===== src/rtl/opdec_pkg.sv =====
package opdec_pkg;
  typedef enum logic [2:0] {
    LK_NONE = 3'd0, LK_REG = 3'd1, LK_MEM = 3'd2, LK_SP = 3'd3,
    LK_PC   = 3'd4, LK_OVF = 3'd5, LK_IMM = 3'd6
  } loc_kind_e;

  typedef enum logic [3:0] {
    M_REG, M_IND, M_IDX, M_POP, M_PEEK, M_PUSH,
    M_SPR, M_PCR, M_OVR, M_XMEM, M_XIMM, M_SHORT
  } mode_e;
endpackage


===== src/rtl/opdec_classify.sv =====
module opdec_classify
  import opdec_pkg::*;
#(
  parameter int CODE_W = 6
) (
  input  logic [CODE_W-1:0] code,
  output mode_e             mode,
  output logic              ext
);
  localparam int SHORT_BIT = CODE_W - 1;

  always_comb begin
    mode = M_REG;
    if (code[SHORT_BIT]) begin
      mode = M_SHORT;
    end else begin
      case (code[4:3])
        2'd0: mode = M_REG;
        2'd1: mode = M_IND;
        2'd2: mode = M_IDX;
        default: begin
          case (code[2:0])
            3'd0: mode = M_POP;
            3'd1: mode = M_PEEK;
            3'd2: mode = M_PUSH;
            3'd3: mode = M_SPR;
            3'd4: mode = M_PCR;
            3'd5: mode = M_OVR;
            3'd6: mode = M_XMEM;
            default: mode = M_XIMM;
          endcase
        end
      endcase
    end
  end

  assign ext = (mode == M_IDX) || (mode == M_XMEM) || (mode == M_XIMM);
endmodule


===== src/rtl/opdec_resolve.sv =====
module opdec_resolve
  import opdec_pkg::*;
#(
  parameter int W      = 16,
  parameter int NREG   = 8,
  parameter int CODE_W = 6
) (
  input  mode_e               mode,
  input  logic [CODE_W-2:0]   code_lo,
  input  logic [NREG*W-1:0]   regs_flat,
  input  logic [W-1:0]        sp_in,
  input  logic [W-1:0]        pc_in,
  input  logic [W-1:0]        ovf_in,
  input  logic [W-1:0]        next_word,
  output loc_kind_e           kind,
  output logic [$clog2(NREG)-1:0] reg_sel,
  output logic [W-1:0]        addr,
  output logic [W-1:0]        value,
  output logic [W-1:0]        sp_next,
  output logic                sp_wr,
  output logic                ro
);
  localparam int RS_W = $clog2(NREG);

  logic [W-1:0] reg_arr [NREG];
  logic [RS_W-1:0] idx;
  logic [W-1:0] chosen, sp_inc, sp_dec;

  for (genvar g = 0; g < NREG; g++) begin : g_unpack
    assign reg_arr[g] = regs_flat[g*W +: W];
  end

  assign idx    = code_lo[RS_W-1:0];
  assign chosen = reg_arr[idx];
  assign sp_inc = sp_in + W'(1);
  assign sp_dec = sp_in - W'(1);

  always_comb begin
    kind    = LK_MEM;
    reg_sel = '0;
    addr    = '0;
    value   = '0;
    sp_next = sp_in;
    sp_wr   = 1'b0;
    ro      = 1'b0;
    case (mode)
      M_REG:  begin kind = LK_REG; reg_sel = idx; value = chosen; end
      M_IND:  addr = chosen;
      M_IDX:  addr = next_word + chosen;
      M_POP:  begin addr = sp_in; sp_next = sp_inc; sp_wr = 1'b1; end
      M_PEEK: addr = sp_in;
      M_PUSH: begin addr = sp_dec; sp_next = sp_dec; sp_wr = 1'b1; end
      M_SPR:  begin kind = LK_SP;  value = sp_in;  end
      M_PCR:  begin kind = LK_PC;  value = pc_in;  end
      M_OVR:  begin kind = LK_OVF; value = ovf_in; end
      M_XMEM: addr = next_word;
      M_XIMM: begin kind = LK_IMM; value = next_word; ro = 1'b1; end
      default: begin kind = LK_IMM; value = W'(code_lo); ro = 1'b1; end
    endcase
  end
endmodule


===== src/rtl/operand_decoder.sv =====
module operand_decoder
  import opdec_pkg::*;
#(
  parameter int W      = 16,
  parameter int NREG   = 8,
  parameter int CODE_W = 6
) (
  input  logic                    clk,
  input  logic                    rst,
  input  logic                    req_valid,
  input  logic [CODE_W-1:0]       code,
  input  logic                    skip,
  input  logic [NREG*W-1:0]       regs_flat,
  input  logic [W-1:0]            sp_in,
  input  logic [W-1:0]            pc_in,
  input  logic [W-1:0]            ovf_in,
  input  logic [W-1:0]            next_word,
  output logic                    out_valid,
  output logic [2:0]              loc_kind,
  output logic [$clog2(NREG)-1:0] reg_sel,
  output logic [W-1:0]            mem_addr,
  output logic [W-1:0]            opnd_value,
  output logic                    ext_used,
  output logic                    sp_write,
  output logic [W-1:0]            sp_next,
  output logic                    read_only
);
  localparam int RS_W = $clog2(NREG);

  mode_e           mode;
  logic            ext;
  loc_kind_e       r_kind;
  logic [RS_W-1:0] r_sel;
  logic [W-1:0]    r_addr, r_val, r_spn;
  logic            r_spw, r_ro;

  opdec_classify #(.CODE_W(CODE_W)) u_cls (
    .code(code), .mode(mode), .ext(ext)
  );

  opdec_resolve #(.W(W), .NREG(NREG), .CODE_W(CODE_W)) u_res (
    .mode(mode), .code_lo(code[CODE_W-2:0]), .regs_flat(regs_flat),
    .sp_in(sp_in), .pc_in(pc_in), .ovf_in(ovf_in), .next_word(next_word),
    .kind(r_kind), .reg_sel(r_sel), .addr(r_addr), .value(r_val),
    .sp_next(r_spn), .sp_wr(r_spw), .ro(r_ro)
  );

  always_ff @(posedge clk) begin
    if (rst) begin
      out_valid  <= 1'b0;
      loc_kind   <= LK_NONE;
      reg_sel    <= '0;
      mem_addr   <= '0;
      opnd_value <= '0;
      ext_used   <= 1'b0;
      sp_write   <= 1'b0;
      sp_next    <= '0;
      read_only  <= 1'b0;
    end else begin
      out_valid <= req_valid;
      if (req_valid) begin
        ext_used <= ext;
        if (skip) begin
          loc_kind   <= LK_NONE;
          reg_sel    <= '0;
          mem_addr   <= '0;
          opnd_value <= '0;
          sp_write   <= 1'b0;
          sp_next    <= sp_in;
          read_only  <= 1'b0;
        end else begin
          loc_kind   <= r_kind;
          reg_sel    <= r_sel;
          mem_addr   <= r_addr;
          opnd_value <= r_val;
          sp_write   <= r_spw;
          sp_next    <= r_spn;
          read_only  <= r_ro;
        end
      end
    end
  end
endmodule


===== config.mk =====
export PLATFORM = sky130hd
export DESIGN_NAME = operand_decoder
export DESIGN_NICKNAME = d
export VERILOG_FILES = /design/src/rtl/opdec_pkg.sv /design/src/rtl/opdec_classify.sv /design/src/rtl/opdec_resolve.sv /design/src/rtl/operand_decoder.sv
export SDC_FILE = /design/constraint.sdc
export NUM_CORES = 1
export LEC_CHECK = 0
export CAP_MARGIN = 20
export CORE_MARGIN = 4
export CORE_UTILIZATION = 45
export CTS_CLUSTER_DIAMETER = 40
export DETAILED_ROUTE_END_ITERATION = 16
export DONT_BUFFER_PORTS = 1
export PLACE_DENSITY = 0.65
export REMOVE_ABC_BUFFERS = 1
export SETUP_SLACK_MARGIN = 0.15
export SYNTH_ARGS = -nofsm -noshare
export SYNTH_HDL_FRONTEND = slang
export SYNTH_SLANG_ARGS = --single-unit

===== constraint.sdc =====
create_clock -name clk -period 8.66 [get_ports clk]
set_input_delay 1.732 -clock clk [delete_from_list [all_inputs] [get_ports clk]]
set_output_delay 1.732 -clock clk [all_outputs]
set_load 0.02 [all_outputs]

### Yosys cells after proc, flatten, opt, wreduce, memory -nomap -nowiden

Index checks and enable logic that the tools add are counted.
W data, S select, Z words.

* $add $sub $neg: 3
* $lt $le $gt $ge: 1
* bitwise logic cells: 1
* reduce and logical (&&, ||, !) cells: 9
* mux-type cells: 20
* equality and inequality tests: 18

Operators with widths (number)
* $pmux W16 S6: 1
* $mux W16: 5
* $pmux W16 S5: 1
* $bmux W16 S3: 1
* $pmux W16 S2: 1
* $pmux W4 S7: 1
* $add A16 B1 Y16 const B: 1
* $add A16 B16 Y16: 1
* $eq A4 B3 Y1 const B: 4
* $sub A16 B1 Y16 const B: 1
* $pmux W3 S5: 1
* $eq A4 B4 Y1 const B: 3
* $pmux W4 S3: 1
* $reduce_or A10 Y1: 1
* $eq A3 B3 Y1 const B: 3
* $mux W3: 3
* $eq A4 B2 Y1 const B: 2
* $eq A3 B2 Y1 const B: 2
* $reduce_or A6 Y1: 1
* $eq A4 B1 Y1 const B: 1
* $ge A4 B4 Y1 const B: 1
* $logic_not A4 Y1: 1
* $mux W1: 4
* $mux W4: 1
* 8 further kinds: 10

* flip-flop bits (word level): 58
* output and inout port bits: 58
* input bits: 202
* logic and storage cells: 61

### Longest topological paths before layout

Gate-level depths: netlist of run 1.

* depth in word-level cells: 8
* mapped depth: 14
* gate-level depth less buffers: 12

### Cells and area by module

Synthesis of run 1 repeated with hierarchy kept, for this count alone.

* cell total of the unflattened synthesis: 717
* area total of the unflattened synthesis: 6083.3 um^2

By module, submodules not included
* opdec_resolve: seq. area each 0.0 um^2, instances 1, area each 3504.6 um^2, cells each 450
* operand_decoder: seq. area each 1161.1 um^2, instances 1, area each 2493.6 um^2, cells each 253
* opdec_classify: seq. area each 0.0 um^2, instances 1, area each 85.1 um^2, cells each 14

### Worst setup path after synthesis of run 1

OpenSTA, ideal clock, no wires.

* path type: input to register
* start: input code[0]
* end: register mem_addr[15]
* data required time: 8.531 ns
* stages: 13
* buffers on the path: 5
* setup time: 0.129 ns
* path slack: 3.792 ns
* arrival time: 4.738 ns
* cell sequence: buf_2 -> buf_2 -> buf_4 -> buf_4 -> mux2_2 -> ha_1 -> clkbuf_1 -> nand2_1 -> or3_1 -> or3b_2 -> a21oi_1 -> xnor2_1 -> o211ai_1

* longest elaborated chain between the ends: 8
* elaborated cells between the ends (all ways): 24
* those cells by class: add/sub: 1; eq/ne: 12; mux: 8; bitwise: 1; reduce/logical: 2

Ends and longest elaborated chain
* start, declared: RTL line operand_decoder.sv:11 `input logic [CODE_W-1:0] code,`
* branches (longest 6 deep; another with $add A16 B16 Y16)
* $pmux W16 S5 (*): RTL line opdec_resolve.sv:46 `case (mode)`
* $mux W16 (*): RTL line operand_decoder.sv:63 `if (skip) begin`
* end signal, assigned: RTL line operand_decoder.sv:74 `mem_addr <= r_addr;`
* end, declared: RTL line operand_decoder.sv:21 `output logic [W-1:0] mem_addr,`

Every way passes the cells marked *. The select of a mux whose other input is x is not followed.
A chain may end at the register's enable or synchronous reset.

### Final worst setup path of run 1

* start: input code[0]
* end: register mem_addr[11]

The elaborated chain is that of the path after synthesis.

==> results.json, run 1 <==
{
  "switching_share_pct": 30.2,
  "status": "complete, no violations",
  "cts_tree": "done",
  "avgSynthCellArea_um2": 8.05,
  "drc": 0,
  "rows": 40,
  "cts_buffers": 9,
  "hold_viol": 0,
  "grt_pass1_vias": 5578,
  "clockBufferDepth": 2,
  "fin_setup_tns_ns": 0,
  "ios": 260,
  "yosys_warnings": 0,
  "min_from": "opnd_value[11]$_SDFFE_PP0P_",
  "antenna_found_initial": 2,
  "drt-vias-per-instance": 6.85,
  "power.density_mw_per_mm2": 152,
  "post_cts_buffers": 0,
  "maxCapViolCount": 0,
  "clock_latency_ns": 0.34,
  "hold_buffers": 0,
  "slew_headroom_pct": 31.0,
  "track_usage_pct": 29.4,
  "clk_pin_slew_worst_paths_ns": 0.06,
  "power_mw": 0.908,
  "syn_to_final_growth_pct": 6.00,
  "p_leak_nw": 2.08,
  "design.core.area_mm2": 0.0122,
  "drive_gt1_share_pct": 13.7,
  "arrival_ns": 4.43,
  "nNetsFinal": 879,
  "die_w_um": 120,
  "crit_fanout": 46,
  "drt_iter0_drc": 541,
  "routed_wl_um": 21900,
  "ir_worst_vdd_v": 0.000111,
  "fp.dieH_um": 120,
  "post_cts_resized": 0,
  "initial_core_util_pct": 46.5,
  "worstReg2RegStart": "mem_addr[14]$_SDFFE_PP0P_",
  "pwr-share-comb_pct": 23.4,
  "required_ns": 8.88,
  "layout_common_cells": "83 x nand2_1, 58 x dfxtp_1, 57 x nor2_1, 56 x o21ai_0, 54 x a21oi_1",
  "seqPwrFrac_pct": 32.6,
  "synth_area_mm2": 0.00565,
  "overflow": 0,
  "holdPathEnd": "opnd_value[11]$_SDFFE_PP0P_",
  "worstSetupStartpointType": "primary input",
  "final-max-slew-violation-count": 0,
  "cp-end-kind": "register",
  "synthFlopType": "dfxtp_1",
  "synthArstFlopShare_pct": 0,
  "cts-htree-levels": 3,
  "place_hpwl_um": 16800,
  "switching_power_mw": 0.274,
  "grt_max_degree": 51,
  "dr_total_vias": 5713,
  "p_int_mw": 0.634,
  "ys_seq_area_share_pct": 20.5,
  "period_share_pct": 48.6,
  "synth-seq-cells": 58,
  "portBuffers": 0,
  "finalWeightedCongestion": 0.914,
  "ant_nets": 0,
  "fillCellCount": 1210,
  "fmaxAchievable_mhz": 238,
  "critPathKind": "in2reg",
  "wl_per_cell_um": 26.3,
  "grt_setup_unrepaired": "no",
  "fin_crit_ns": 4.21,
  "final_common_cell": "nand2_1",
  "synth_edf_count": 0,
  "p_clk_share_pct": 44.0,
  "worstRegToRegCells": 3,
  "min_path_type": "reg2reg",
  "r2r_end": "mem_addr[14]$_SDFFE_PP0P_",
  "cts-root-buf": "clkbuf_16",
  "worst_pin_slew_ns": 1.03,
  "setup_viol": 0,
  "die_area_mm2": 0.0144,
  "clock-sinks": 58,
  "syn-instance-count": 702,
  "worstHoldPathCells": 2,
  "reg2reg_slack_ns": 7.33,
  "skew_ns": 0,
  "firstDrtPassIters": 6,
  "synth.distinct_cells": 72,
  "grt_pass1_wl_um": 32600
}
## layout make-up
type                       instances  area [um2]  share of cell area, %
timing repair buffer              10        78.8                   1.32
clock buffer                       9         225                   3.76
multi-input combinational        560        4130                   69.0
sequential                        58        1160                   19.4
antenna                            2        5.00                 0.0836
inverter                          20        75.1                   1.25
clock inverter                     7         103                   1.71
tap                              168         210                   3.51
## cell usage after synthesis (all sizes together), types with 3 or more instances
cell     number  area share, %
nand3        13            1.2
a21o          7           0.93
a311oi        4           0.73
or3           9            1.0
clkbuf       33            2.3
o21ai        56            5.0
nand4         6           0.66
o21bai        3           0.40
o22ai         9            1.0
a222oi       17            3.0
dfxtp        58             21
xor2          7            1.1
mux2         16            3.2
a221oi       12            1.9
buf          31            3.2
xnor2        18            2.8
mux2i        13            2.3
a22oi         9            1.2
ha           17            3.8
inv          20            1.3
a31oi         5           0.55
nor2         58            3.9
nor3         22            2.0
o211ai        6           0.80
a221o         5           0.89
a211oi       11            1.5
o21a          6           0.80
a21oi        54            4.8
nor4         10            1.6
a2bb2oi       7            1.1
or4           4           0.66
nand2        83            5.5
mux4         30             12
and3          4           0.44
nor3b         3           0.49
## flip-flops by register name, indices dropped and copies added, names as in the netlist
register / count
ext_used: 1
loc_kind: 3
mem_addr: 16
opnd_value: 16
out_valid: 1
read_only: 1
reg_sel: 3
sp_next: 16
sp_write: 1
## cells by family (layout without fill, tap and decap cells)
family | after synthesis | in the layout | synth area share, %
AND/OR/NAND/NOR | 230 | 230 | 20.0
other | 0 | 2 | 0
multiplexers | 59 | 59 | 17.4
buffers and inverters | 84 | 46 | 6.82
XOR/XNOR | 25 | 25 | 3.88
AO/OA/AOI/OAI | 228 | 228 | 27.2
flip-flops | 58 | 58 | 20.5
adder cells (fa/ha/maj) | 18 | 18 | 4.12
## power by group through the flow
stage	combinational [mW]	clock [mW]	sequential, mW
after global routing	0.232	0.418	0.297
after detailed placement	0.210	0	0.302
final	0.213	0.399	0.296
after floorplan	0.167	0	0.300
after CTS	0.211	0.407	0.297
after global placement	0.209	0	0.302
## routing by layer
| metal | wire, um | track usage, % |
|---|---|---|
| met1 | 9030 | 37.5 |
| met2 | 10400 | 47.8 |
| met3 | 2080 | 8.95 |
| met4 | 425 | 8.88 |
| met5 | 13 | 0 |
## metrics by stage
| step | utilization (%) | cells | setup WS [ns] | area, um2 | hold WS (ns) |
|---|---|---|---|---|---|
| floorplan | - | 638 | 4.41 | 5340 | 0.535 |
| global placement | 46.4 | 814 | 4.17 | 5640 | 0.549 |
| detailed placement | 46.4 | 815 | 4.10 | 5650 | 0.557 |
| CTS | 49.1 | 831 | 4.47 | 5970 | 0.565 |
| global route | 49.2 | 833 | 4.27 | 5990 | 0.589 |
| finish | 49.2 | 834 | 4.45 | 5990 | 0.560 |
## critical path, stage by stage
cell	delay [ns]
mux4_2	0.46
mux2_2	0.33
ha_1	0.38
o211ai_1	0.15
o211ai_1	0.28
or4b_2	0.64
and3_1	0.19
o21ai_0	0.17
a31oi_1	0.10
## worst max path at each step
| stage | slack [ns] | end | depth (start not counted) | startpoint |
|---|---|---|---|---|
| global placement | 4.17 | mem_addr[11]$_SDFFE_PP0P_ | 9 | code[0] |
| finish | 4.45 | mem_addr[11]$_SDFFE_PP0P_ | 9 | code[0] |
| CTS | 4.47 | mem_addr[11]$_SDFFE_PP0P_ | 9 | code[0] |
| global route | 4.27 | mem_addr[11]$_SDFFE_PP0P_ | 10 | code[0] |
| detailed placement | 4.10 | mem_addr[11]$_SDFFE_PP0P_ | 9 | code[0] |
| floorplan | 4.41 | mem_addr[11]$_SDFFE_PP0P_ | 9 | code[0] |
No activity file was read; power rests on OpenSTA's default activity.
==> inputs of run 2 (changes only) <==
--- a/config.mk
+++ b/config.mk
@@ -5,6 +5,7 @@
 export SDC_FILE = /design/constraint.sdc
 export NUM_CORES = 1
 export LEC_CHECK = 0
+export ABC_AREA = 1
 export CAP_MARGIN = 20
 export CORE_MARGIN = 4
 export CORE_UTILIZATION = 45
==> constraint.sdc (replaced) <==
create_clock -name clk -period 3.9 [get_ports clk]
set_input_delay 0.78 -clock clk [delete_from_list [all_inputs] [get_ports clk]]
set_output_delay 0.78 -clock clk [all_outputs]
set_load 0.02 [all_outputs]
==> run 2 against run 1 <==
Against the previous run: power grew 130%; non-clock buffer count fell by 7; first-iteration DRC count increased by 59%; final area up 17%; critical endpoint is now mem_addr[14]$_SDFFE_PP0P_; largest cell class unchanged.
==> results.json, run 2 <==
{
  "synth_edf_count": 0,
  "post_cts_buffers": 0,
  "reg2reg_slack_ns": 3.04,
  "crit_fanout": 62,
  "p_leak_nw": 3.47,
  "fin_crit_ns": 3.02,
  "cts_buffers": 9,
  "synth.largest_area_cell": "nand2_1",
  "cts-root-buf": "clkbuf_16",
  "min_from": "rst",
  "worstSetupStartpointType": "primary input",
  "power.density_mw_per_mm2": 302,
  "portBuffers": 0,
  "dr_total_vias": 7861,
  "status": "complete, no violations",
  "final_common_cell": "nand2_1",
  "ant_nets": 0,
  "design.core.area_mm2": 0.0146,
  "syn-instance-count": 1270,
  "arrival_ns": 3.25,
  "ir_worst_vdd_v": 0.000190,
  "track_usage_pct": 29.6,
  "ys_seq_area_share_pct": 17.3,
  "worstHoldPathCells": 1,
  "worstRegToRegCells": 3,
  "top_regs": "mem_addr: 16 flops, opnd_value: 16 flops, sp_next: 16 flops",
  "maxCapViolCount": 0,
  "clk_pin_slew_worst_paths_ns": 0.06,
  "place_hpwl_um": 20200,
  "fin_setup_tns_ns": 0,
  "r2r_end": "sp_next[7]$_SDFFE_PP0P_",
  "hold-worst-slack_ns": 0.514,
  "synthFlopType": "dfxtp_1",
  "critPathKind": "in2reg",
  "drc": 0,
  "rows": 44,
  "fillCellCount": 1639,
  "clock_latency_ns": 0.33,
  "initial_core_util_pct": 46.0,
  "synth_top_area_share_pct": 30.9,
  "drt_iter0_drc": 860,
  "required_ns": 4.13,
  "yosys_warnings": 0,
  "slew_headroom_pct": 40.6,
  "hold_viol": 0,
  "seq_area_mm2": 0.00116,
  "synth.distinct_cells": 44,
  "cts_tree": "done",
  "setup_viol": 0,
  "multiInputGateArea_mm2": 0.00474,
  "overflow": 0,
  "layout_common_cells": "552 x nand2_1, 125 x inv_1, 105 x nor2_1, 95 x nand3_1, 71 x a21oi_1",
  "routed_wl_um": 25600,
  "hold_buffers": 0,
  "period_share_pct": 77.5,
  "finalWeightedCongestion": 0.954,
  "cp-end-kind": "register",
  "die_w_um": 130,
  "ios": 260,
  "skew_ns": 0,
  "worstReg2RegStart": "sp_next[7]$_SDFFE_PP0P_",
  "grt_pass1_wl_um": 39200,
  "nNetsFinal": 1446,
  "worst_pin_slew_ns": 0.888,
  "synth-seq-cells": 58,
  "post_cts_resized": 0,
  "synthArstFlopShare_pct": 0,
  "synth_area_mm2": 0.00671,
  "final-max-slew-violation-count": 0,
  "fp.dieH_um": 130,
  "avgSynthCellArea_um2": 5.28,
  "grt_setup_unrepaired": "no",
  "die_area_mm2": 0.0169,
  "firstDrtPassIters": 8,
  "synthTopCellsByCount": "552 x nand2_1, 125 x inv_1, 105 x nor2_1",
  "fmaxAchievable_mhz": 331,
  "drt-vias-per-instance": 5.56,
  "syn_to_final_growth_pct": 4.16,
  "diodes": 0,
  "min_path_type": "in2reg",
  "post-synth-top-count-cell": "nand2_1",
  "wl_per_cell_um": 18.1,
  "grt_max_degree": 63,
  "cts-htree-levels": 3,
  "grt_pass1_vias": 7280,
  "clockBufferDepth": 2,
  "synth_area_leaders": "nand2_1 31%, dfxtp_1 17%, nand3_1 7.1%, inv_1 7.0%, nor2_1 5.9%",
  "antenna_found_initial": 0,
  "drive_gt1_share_pct": 4.96,
  "holdPathEnd": "mem_addr[11]$_SDFFE_PP0P_",
  "clock-sinks": 58
}
==> run 2: final cells by class <==
type / count / share of cell area, %
flip-flops and latches: 58 / 16.6
repair buffers: 3 / 0.322
clock inverters: 5 / 1.11
multi-input cells: 1018 / 67.8
clock buffers: 11 / 3.47
inverters: 136 / 7.39
well taps: 184 / 3.29
==> run 2: worst max path at each step <==
stage	slack (ns)	start	to
2_1_floorplan	0.78	code[0]	mem_addr[14]$_SDFFE_PP0P_
3_3_place_gp	0.67	code[0]	mem_addr[14]$_SDFFE_PP0P_
3_5_place_dp	0.60	code[0]	mem_addr[12]$_SDFFE_PP0P_
4_1_cts	0.93	code[0]	mem_addr[12]$_SDFFE_PP0P_
5_1_grt	0.64	code[0]	mem_addr[12]$_SDFFE_PP0P_
6_report	0.88	code[0]	mem_addr[14]$_SDFFE_PP0P_
==> run 2: kinds of logic after synthesis <==
logic type,after synthesis,synth area share (%)
compound gates,149,11.6
fa+ha+maj,18,3.47
buf+inv,194,12.1
xor+xnor,15,1.96
flops,58,17.3
simple gates,836,53.6
==> run 2: report_power, final <==
part / internal (mW) / switching [mW] / total [mW]
Clock: 0.575 / 0.302 / 0.877
Sequential: 0.616 / 0.0438 / 0.660
Combinational: 0.190 / 0.384 / 0.574
==> run 2: stage by stage <==
step	power [mW]	utilization [%]	cells	setup slack (ns)	area, um2
after floorplan	1.10	-	1212	0.777	6410
after global routing	2.23	47.9	1415	0.638	6990
after CTS	2.12	47.9	1415	0.935	6990
after detailed placement	1.24	45.7	1399	0.596	6670
final	2.11	47.9	1415	0.878	6990
after global placement	1.23	45.7	1399	0.672	6670
==> run 2: routing by layer <==
metal / part of all wire, % / vias up / global-route usage, %
met3: 10 / 36 / 6.34
met4: 1.6 / 0 / 6.36
met1: 42 / 3544 / 40.3
met5: 0 / - / 0
met2: 46 / 351 / 48.2
li1: - / 3930 / -
==> run 2: worst max-delay path, stage by stage <==
cell and delay, ns:
inv_2 0.18, nand2_1 0.07, inv_1 0.32, nand2_1 0.10
nand4_1 0.11, nand2_1 0.08, inv_1 0.06, ha_1 0.16
inv_1 0.06, fa_1 0.43, inv_1 0.09, nand4_1 0.09
nand2_1 0.16, nand2_1 0.09, a21oi_1 0.15, nor2_1 0.06
o21ai_0 0.15, a21oi_1 0.08
==> inputs of run 3 (changes only) <==
==> constraint.sdc (replaced) <==
create_clock -name clk -period 2.97 [get_ports clk]
set_input_delay 0.594 -clock clk [delete_from_list [all_inputs] [get_ports clk]]
set_output_delay 0.594 -clock clk [all_outputs]
set_load 0.02 [all_outputs]
==> run 3 against run 2 <==
Against the previous run: die area unchanged; register-to-register slack lost 0.92 ns; hold slack got worse by 0.18 ns; first-iteration DRC count shrank 24%; utilization rose by 0.87 points; critical path depth up 1; sequential cell count unchanged; largest cell class unchanged; largest power group unchanged; highest routed layer unchanged.
==> results.json, run 3 (synthesis results as in run 2) <==
{
  "final_common_cell": "nand2_1",
  "power.density_mw_per_mm2": 377,
  "layout.cells.non_filler": 1431,
  "final-max-slew-violation-count": 0,
  "ant_nets": 0,
  "skew_ns": 0,
  "power_mw": 2.68,
  "cts-root-buf": "clkbuf_16",
  "finalWeightedCongestion": 1.02,
  "clk_pin_slew_worst_paths_ns": 0.05,
  "grt_max_degree": 63,
  "holdPathEnd": "opnd_value[13]$_SDFFE_PP0P_",
  "ios": 260,
  "track_usage_pct": 30.0,
  "cts_buffers": 9,
  "fmaxAchievable_mhz": 398,
  "worstRegToRegCells": 4,
  "rows": 44,
  "dpl.cell_count": 1413,
  "worstSetupStartpointType": "primary input",
  "wl_per_cell_um": 18.0,
  "overflow": 0,
  "diodes": 0,
  "nNetsFinal": 1464,
  "fin_crit_ns": 2.51,
  "cp_slowest_cell": "ha_1",
  "min_from": "rst",
  "fin_ws_ns": 0.459,
  "status": "complete, no violations",
  "setup_viol": 0,
  "r2r_end": "sp_next[5]$_SDFFE_PP0P_",
  "period_share_pct": 84.6,
  "worst_path_most_repeated_cell": "nand2_1",
  "clockBufferDepth": 2,
  "reg2reg_slack_ns": 2.12,
  "design.core.area_mm2": 0.0146,
  "grt_pass1_wl_um": 39900,
  "cp-end-kind": "register",
  "critPathKind": "in2reg",
  "slew_headroom_pct": 40.3,
  "arrival_ns": 2.78,
  "worst_pin_slew_ns": 0.892,
  "grt_pass1_vias": 7593,
  "drt-vias-per-instance": 5.57,
  "grt_setup_unrepaired": "no",
  "syn_to_final_growth_pct": 6.04,
  "fin_setup_tns_ns": 0,
  "place_ws_ns": 0.0626,
  "hold_viol": 0,
  "cts-htree-levels": 3,
  "worstReg2RegStart": "sp_next[5]$_SDFFE_PP0P_",
  "required_ns": 3.24,
  "clock_latency_ns": 0.34,
  "crit_fanout": 28,
  "min_path_type": "in2reg",
  "p_leak_nw": 3.55,
  "maxCapViolCount": 0,
  "critical_path.startpoint": "code[1]",
  "drive_gt1_share_pct": 6.34,
  "cts_tree": "done",
  "ir_worst_vdd_v": 0.000293,
  "routed_wl_um": 25800,
  "antenna_found_initial": 0,
  "layout_common_cells": "552 x nand2_1, 124 x inv_1, 105 x nor2_1, 95 x nand3_1, 71 x a21oi_1",
  "top_regs": "mem_addr: 16 flops, opnd_value: 16 flops, sp_next: 16 flops",
  "firstDrtPassIters": 6,
  "crit_chain": "inv_6 -> nand2_1 -> inv_1 -> nand2_1 -> nand4_1 -> nand2_1 -> inv_1 -> ha_1 -> nand2_1 -> inv_1 -> a21oi_1 -> nand2_1 -> nand2_1 -> nand2_1 -> nand2_1 -> nand3_1 -> nand3_1 -> nand2_1 -> a21oi_1",
  "clock-sinks": 58,
  "drt_iter0_drc": 653,
  "portBuffers": 0,
  "place_hpwl_um": 20700,
  "initial_core_util_pct": 46.0,
  "die_area_mm2": 0.0169,
  "fp.dieH_um": 130,
  "die_w_um": 130,
  "critPathMaxStageDelay_ns": 0.29,
  "dr_total_vias": 7968,
  "worstHoldPathCells": 1,
  "drc": 0
}
-- run 3: what timing repair did --
action / CTS / global route
setup endpoints to repair: 0 / 3
setup buffers: 0 / 4
hold buffers: 0 / 0
resized for setup: 0 / 2
-- run 3: where the power goes --
| group | total (mW) | internal [mW] | leakage [nW] | switching [mW] |
|---|---|---|---|---|
| Sequential | 0.867 | 0.810 | 0.473 | 0.0573 |
| Clock | 1.04 | 0.681 | 0.147 | 0.357 |
| Combinational | 0.776 | 0.267 | 2.93 | 0.509 |
-- run 3: metrics by stage --
stage	utilization [%]	area, um2	hold slack (ns)
floorplan	-	6410	0.539
detailed placement	46.5	6790	0.554
global placement	46.5	6790	0.551
global route	48.8	7110	0.321
CTS	48.5	7080	0.315
finish	48.8	7110	0.330
-- run 3: critical path, delay by kind of cell --
kind | cells | cell delay, ns
buffers and inverters | 4 | 0.51
adders and majority gates | 1 | 0.29
AOI/OAI and AO/OA | 2 | 0.25
and+or+nand+nor | 12 | 1.14
-- run 3: worst max-delay path by stage --
stage                           endpoint  depth (start not counted)
2_1_floorplan  mem_addr[14]$_SDFFE_PP0P_                         18
3_3_place_gp   mem_addr[10]$_SDFFE_PP0P_                         19
3_5_place_dp   mem_addr[10]$_SDFFE_PP0P_                         16
4_1_cts        mem_addr[10]$_SDFFE_PP0P_                         16
5_1_grt        mem_addr[14]$_SDFFE_PP0P_                         16
6_report       mem_addr[10]$_SDFFE_PP0P_                         19
-- run 3: final cells by class --
type / instances / area [um2]
sequential: 58 / 1160
inverter: 136 / 523
timing repair buffer: 21 / 170
clock inverter: 3 / 40.0
clock buffer: 11 / 253
fill: 1649 / 7470
multi-input combinational: 1018 / 4740
tap: 184 / 230
-- run 3: per-layer routing --
metal  share of wire, %  GRT usage [%]
met1                 41           39.1
met2                 47           49.2
met3                 10           7.49
met4                2.3           8.68
met5                  0              0
